**src/rtl/hs_link.sv**
```systemverilog
`timescale 1ns/1ps
module hs_link #(
  parameter int W       = 8,
  parameter int TIMEOUT = 16
) (
  input  logic         clk,
  input  logic         rst_n,
  input  logic         rx_first,
  input  logic         err_clr,
  input  logic         load_valid,
  input  logic [W-1:0] load_data,
  output logic         load_ready,
  output logic         fwd_valid,
  output logic [W-1:0] fwd_bus,
  input  logic         tx_reply_in,
  input  logic         rx_valid_in,
  input  logic [W-1:0] rx_bus_in,
  output logic         rev_reply,
  input  logic         cons_ready,
  output logic         cons_valid,
  output logic [W-1:0] cons_data,
  output logic         err_tx,
  output logic         err_rx
);
  localparam int CW = $clog2(TIMEOUT + 1);
  localparam logic [CW-1:0] LAST = CW'(TIMEOUT - 1);

  typedef enum logic [1:0] {T_IDLE, T_ARMED, T_DRIVE, T_RELEASE} tx_st_t;
  typedef enum logic [1:0] {R_IDLE, R_REQ, R_ACK, R_DONE} rx_st_t;

  tx_st_t        tx_st;
  rx_st_t        rx_st;
  logic [CW-1:0] tx_cnt, rx_cnt;
  logic [W-1:0]  hold;
  logic          tx_to, rx_to;

  assign tx_to      = (tx_cnt == LAST);
  assign rx_to      = (rx_cnt == LAST);
  assign load_ready = (tx_st == T_IDLE);
  assign fwd_valid  = (tx_st == T_DRIVE);
  assign fwd_bus    = fwd_valid ? hold : '0;
  assign rev_reply  = (rx_st == R_REQ) || (rx_st == R_ACK);

  always_ff @(posedge clk) begin
    if (!rst_n) begin
      tx_st  <= T_IDLE;
      tx_cnt <= '0;
      hold   <= '0;
      err_tx <= 1'b0;
    end else begin
      if (err_clr) err_tx <= 1'b0;
      case (tx_st)
        T_IDLE: if (load_valid) begin
          hold   <= load_data;
          tx_st  <= rx_first ? T_ARMED : T_DRIVE;
          tx_cnt <= '0;
        end
        T_ARMED: if (tx_reply_in) begin
          tx_st  <= T_DRIVE;
          tx_cnt <= '0;
        end
        T_DRIVE: begin
          if (rx_first ? !tx_reply_in : tx_reply_in) begin
            tx_st  <= rx_first ? T_IDLE : T_RELEASE;
            tx_cnt <= '0;
          end else if (tx_to) begin
            tx_st  <= T_IDLE;
            err_tx <= 1'b1;
          end else begin
            tx_cnt <= tx_cnt + CW'(1);
          end
        end
        default: begin
          if (!tx_reply_in) begin
            tx_st <= T_IDLE;
          end else if (tx_to) begin
            tx_st  <= T_IDLE;
            err_tx <= 1'b1;
          end else begin
            tx_cnt <= tx_cnt + CW'(1);
          end
        end
      endcase
    end
  end

  always_ff @(posedge clk) begin
    if (!rst_n) begin
      rx_st      <= R_IDLE;
      rx_cnt     <= '0;
      cons_valid <= 1'b0;
      cons_data  <= '0;
      err_rx     <= 1'b0;
    end else begin
      cons_valid <= 1'b0;
      if (err_clr) err_rx <= 1'b0;
      case (rx_st)
        R_IDLE: begin
          if (!rx_first) begin
            if (rx_valid_in && cons_ready) begin
              cons_valid <= 1'b1;
              cons_data  <= rx_bus_in;
              rx_st      <= R_ACK;
              rx_cnt     <= '0;
            end
          end else if (cons_ready) begin
            rx_st <= R_REQ;
          end
        end
        R_REQ: if (rx_valid_in) begin
          cons_valid <= 1'b1;
          cons_data  <= rx_bus_in;
          rx_st      <= R_DONE;
          rx_cnt     <= '0;
        end
        default: begin
          if (!rx_valid_in) begin
            rx_st <= R_IDLE;
          end else if (rx_to) begin
            rx_st  <= R_IDLE;
            err_rx <= 1'b1;
          end else begin
            rx_cnt <= rx_cnt + CW'(1);
          end
        end
      endcase
    end
  end
endmodule

```
**config.mk**
```make
export PLATFORM = sky130hd
export DESIGN_NAME = hs_link
export DESIGN_NICKNAME = d
export VERILOG_FILES = /design/src/rtl/hs_link.sv
export SDC_FILE = /design/constraint.sdc
export NUM_CORES = 1
export LEC_CHECK = 0
export BUFFER_PORTS_ARGS = -buffer_cell sky130_fd_sc_hd__buf_2
export CAP_MARGIN = 5
export CELL_PAD_IN_SITES_DETAIL_PLACEMENT = 2
export CELL_PAD_IN_SITES_GLOBAL_PLACEMENT = 2
export CORE_MARGIN = 5
export CORE_UTILIZATION = 32
export CTS_BUF_LIST = sky130_fd_sc_hd__clkbuf_8
export CTS_CLUSTER_DIAMETER = 150
export DETAILED_ROUTE_END_ITERATION = 16
export GPL_TIMING_DRIVEN = 1
export PLACE_DENSITY_LB_ADDON = 0.1
export SLEW_MARGIN = 25
export SYNTH_ARGS = -nofsm -noshare
export SYNTH_HDL_FRONTEND = slang
export SYNTH_SLANG_ARGS = --single-unit
```
**constraint.sdc**
```tcl
create_clock -name clk -period 4.9 [get_ports clk]
set_input_delay 0.245 -clock clk [delete_from_list [all_inputs] [get_ports clk]]
set_output_delay 0.245 -clock clk [all_outputs]
set_load 0.01 [all_outputs]
```
After elaboration in Yosys (flattened, before gate mapping)

Cells that the tools add are included.

Input bits: 24
Flip-flop bits (word level): 33

Equal/unequal tests: 15
$add $sub $neg: 2
Reductions and logical operators: 16
Muxes and demuxes: 46

Operator list:

| operator                                       | count |
|---|---|
| 2-to-1 mux 5 bit                               | 10 |
| 2-to-1 mux 8 bit                               | 4 |
| 2-to-1 mux 2 bit                               | 13 |
| case mux 8 bit (2 select lines)                | 1 |
| case mux 5 bit (3 select lines)                | 1 |
| 2-to-1 mux 1 bit                               | 12 |
| adder 5 x 1 -> 5 bit (second input constant)   | 2 |
| == test 5 x 4 -> 1 bit (second input constant) | 2 |
| != test 2 bit (second input constant)          | 5 |
| case mux 5 bit (2 select lines)                | 1 |
| AND reduction 4 bit                            | 2 |
| != test 3 bit (second input constant)          | 2 |
| case mux 2 bit (3 select lines)                | 1 |
| AND reduction 5 bit                            | 1 |
| == test 2 x 1 -> 1 bit (second input constant) | 2 |
| == test 2 bit (second input constant)          | 2 |
| logical NOT 2 bit                              | 2 |
| != test 4 x 1 -> 1 bit (second input constant) | 1 |
| case mux 1 bit (2 select lines)                | 2 |
| case mux 2 bit (2 select lines)                | 1 |
| AND reduction 2 bit                            | 2 |
| nonzero test 2 bit                             | 2 |
| OR reduction 2 bit                             | 2 |
| != test 3 x 1 -> 1 bit (second input constant) | 1 |
| other kinds (5)                                | 5 |

Logic depth before layout (Yosys ltp)

Depth in word-level cells: 4
Gate-level depth with buffers: 7
Depth with buffers taken out: 7

Worst setup path before layout

OpenSTA, ideal clock, no wires.

Path kind: reg-to-reg
From: register rx_cnt[0]
To: register rx_cnt[4]
Period minus slack after synthesis: 1904 ps
Arrival: 1834 ps
Setup time: 70 ps
Buffers on the path: 0
Stages on the path, launching flop included: 8
Required time: 4830 ps
Slack: 2996 ps
Cell sequence: dfxtp_1 -> ha_1 -> and3_1 -> ha_1 -> nor2b_1 -> o31a_1 -> or4_1 -> a21oi_1

Longest elaborated chain between the ends: 4
Elaborated cells on any way between the ends: 7

RTL lines:

| item                            | line | text |
|---|---|---|
| from (decl)                     | 33   | `logic [CW-1:0] tx_cnt, rx_cnt;` |
| from (signal assigned)          | 123  | `rx_cnt <= rx_cnt + CW'(1);` |
| adder 5 x 1 -> 5 bit            | 123  |  |
| 2-to-1 mux 5 bit                | 119  | `end else if (rx_to) begin` |
| 2-to-1 mux 5 bit                | 117  | `if (!rx_valid_in) begin` |
| case mux 5 bit (2 select lines) | 97   | `case (rx_st)` |

Several ways; a longest one is shown, not always the timed one. The select of a mux whose other input is x is not followed.
A chain may end at the register's enable or synchronous reset.

Worst setup path after layout

Ends and elaborated chain as after synthesis.

==> run_results.csv <==
group,metric,value,unit
worst_setup_path,cp_max_fo,9,
synth,synthXorXnorAreaFrac,1.66,%
grt,grt_overflow,0,
cts,clk_pin_slew,0.07,ns
drt,ant_nets,0,
grt,use_met2,30.2,%
cts,clock-sinks,33,
sta,finalCritPeriodShare,42.8,%
sta,rsz0062_at_grt,"false",
flow_run,drv_cap,0,
power,peakVddDrop,0.000135,V
cts,clockBufferDepth,2,
floorplanning,io_pins,46,
sta,setup_violations,0,
sta,fin_setup_tns,0,ns
worst_setup_path,endpoint_kind,"flip-flop",
hold_path,hold_class,"in -> reg",
synth,ys.flop_type,"dfxtp_1",
cts,root_buffer,"clkbuf_8",
sta,fmax,0.477,GHz
sta,relSlewSlack,49.3,%
sta,hold_violations,0,
floorplanning,die-area,6460,sq um
worst_setup_path,path_cells,"ha_1, and3_1, ha_1, nor2b_1, o31a_1, or4_1, a21oi_1",
cts,cts_tree,"done",
floorplanning,die_x,80.4,microns
layout,antennaDiodeCount,0,
drt,totalWireLength,4.72,mm
grt,grt_pass1_vias,1684,
layout,nets,267,
synth,yosysUniqueCellTypes,36,
worst_setup_path,reg2reg_depth,7,
worst_setup_path,crit_required,5.11,ns
drt,wl_per_cell,15.4,microns
synth,synth_top_family_by_area,"simple AND/OR/NAND/NOR gates",
grt,antenna_found_initial,0,
worst_setup_path,crit_arrival,2.30,ns
grt,met3_usage,4.37,%
worst_setup_path,rr_endpoint,"rx_cnt[4]",
worst_setup_path,cp_slowest_cell,"or4_1",
status,outcome,"finished, final reports clean",
synth,postSynth.asyncResetShare,0,%
worst_setup_path,critical-path-top-delay-family,"simple AND/OR/NAND/NOR gates",
synth,syn_inst,195,
power,leakagePower,0.855,nW
worst_setup_path,path_depth,7,
grt,grt_max_degree,24,
drt,vias_per_cell,4.98,
drt,vias,1525,
floorplanning,start_util,33.3,%
worst_setup_path,r2r_start,"rx_cnt[0]",
cts,post_cts_resize_count,0,
floorplanning,core.rowCount,25,
synth,syn_area,1590,sq um
power,power-per-cell-area,380,nW/um^2
synth,synth_edf_count,0,
synth,synthTopCellsByArea,"dfxtp_1, mux2i_1, nand2_1",
cts,h-tree-depth,2,
worst_setup_path,crit_end,"rx_cnt[4]",
worst_setup_path,regToRegSetupSlack,2.80,ns
grt,grt_pass1_wl,7.98,mm
worst_setup_path,critical_path_class,"reg -> reg",
synth,muxShareOfSynthArea,8.21,%
drt,drtIter0Drc,24,
synth,synth.yosys.seq_area_share,41.7,%
layout,layout_commonest_cell,"buf_2",
cts,ctsHoldBuffers,0,
placement,dpl.hpwl,3.59,mm
synth,synth_fa_ha_area_share,3.95,%
hold_path,whs_path_depth,3,
sta,worst_slack,2.80,ns
synth,synthSimpleGateAreaFrac,26.1,%
sta,min_period,2.10,ns
synth,synth_compound_area_share,14.2,%
synth,syn_avg_cell_area,8.13,sq um
synth,yosys.area.top_type,"dfxtp_1",
drt,drcViolationCount,0,
cts,postCtsSetupBuffers,0,
placement,place.gp.congestion,0.708,
sta,tightest_slew,0.760,ns
worst_setup_path,startpoint_type,"flip-flop",
sta,final_max_slew_viol_count,0,
layout,syn_to_final_growth,22.4,%
sta,skew,0.00210,ns
placement,port_buffers,45,
cts,clk_latency,0.28,ns
floorplanning,coreArea,4750,sq um
layout,layout_common_cells,"buf_2, dfxtp_1, nand2_1",
worst_setup_path,critPathMaxStageDelay,0.43,ns
worst_setup_path,crit_top_cell,"ha_1",
synth,yosys_warnings,0,
worst_setup_path,startpoint,"rx_cnt[0]",
cts,numCtsBuffers,5,
synth,ys_ff_latch,33,
layout,drive_gt1_share,22.6,%
worst_setup_path,cp_num_buf_inv,0,
floorplanning,die_y,80.4,microns
grt,use_met1,17.1,%
grt,grt.busiest_layer,"met2",
drt,dr.pass1.iters,4,
synth,yosysTopAreaCellShare,41.7,%
synth,syn_nets,224,
grt,grt_use_total,16.0,%
placement,dpl_worst_slack,2.81,ns
-- registers in the layout (all words and copies together), names as in the netlist --
| signal | flops |
|---|---|
| tx_st | 2 |
| err_rx | 1 |
| tx_cnt | 5 |
| rx_cnt | 5 |
| cons_data | 8 |
| hold | 8 |
| cons_valid | 1 |
| rx_st | 2 |
| err_tx | 1 |
-- worst min-delay path by stage --
| stage | start | end |
|---|---|---|
| 3_5_place_dp | tx_cnt[4] | tx_cnt[4] |
| 6_report | rx_bus_in[7] | cons_data[7] |
| 5_1_grt | load_data[4] | hold[4] |
| 2_1_floorplan | rx_valid_in | cons_valid |
| 3_3_place_gp | tx_cnt[4] | tx_cnt[4] |
| 4_1_cts | rx_bus_in[0] | cons_data[0] |
-- kinds of logic (layout without fill, tap and decap cells) --
logic type,after synthesis,after routing
simple gates,88,88
compound gates,36,36
flops,33,33
buf+inv,17,61
mux,13,13
fa+ha+maj,5,5
xor+xnor,3,3
-- cell usage after synthesis, types with 3 or more instances --
| library cell | instances |
|---|---|
| a21oi_1 | 15 |
| and2_1 | 9 |
| clkbuf_1 | 7 |
| dfxtp_1 | 33 |
| ha_1 | 5 |
| inv_1 | 7 |
| mux2i_1 | 13 |
| nand2_1 | 31 |
| nand2b_1 | 4 |
| nand3_1 | 7 |
| nor2_1 | 21 |
| nor2b_1 | 4 |
| nor3_1 | 3 |
| o21ai_0 | 4 |
-- stage by stage --
stage,cells,utilization (%),hold WS [ns],area (sq um),power [mW]
after floorplan,195,-,0.365,1590,0.475
after global placement,298,39.1,0.435,1860,0.530
after detailed placement,298,39.1,0.450,1860,0.545
after CTS,306,40.8,0.186,1940,0.751
after global routing,306,40.8,0.194,1940,0.791
final,306,40.8,0.198,1940,0.737
-- report_power, final --
part	total, mW	internal [mW]	switching (mW)
Sequential	0.315	0.294	0.0207
Combinational	0.224	0.0901	0.134
Clock	0.198	0.0963	0.102
Total	0.737	0.481	0.257
-- final cells by class --
cell class	count	area [sq um]
fill	570	2810
inverter	8	30.0
tap	67	83.8
timing repair buffer	45	225
multi-input combinational	145	858
sequential	33	661
clock buffer	5	68.8
clock inverter	3	13.8
-- worst reg2reg max path: stages (launching register included) --
cell and delay (ns):
dfxtp_1 0.34, ha_1 0.21, and3_1 0.18, ha_1 0.21
nor2b_1 0.14, o31a_1 0.35, or4_1 0.43, a21oi_1 0.16
-- metal layers --
layer / share of wire (%) / up-vias
met1: 41 / 732
met5: 0 / -
met4: 1.3 / 0
li1: - / 752
met3: 4.2 / 8
met2: 53 / 33
No activity file was read; power rests on OpenSTA's default activity.
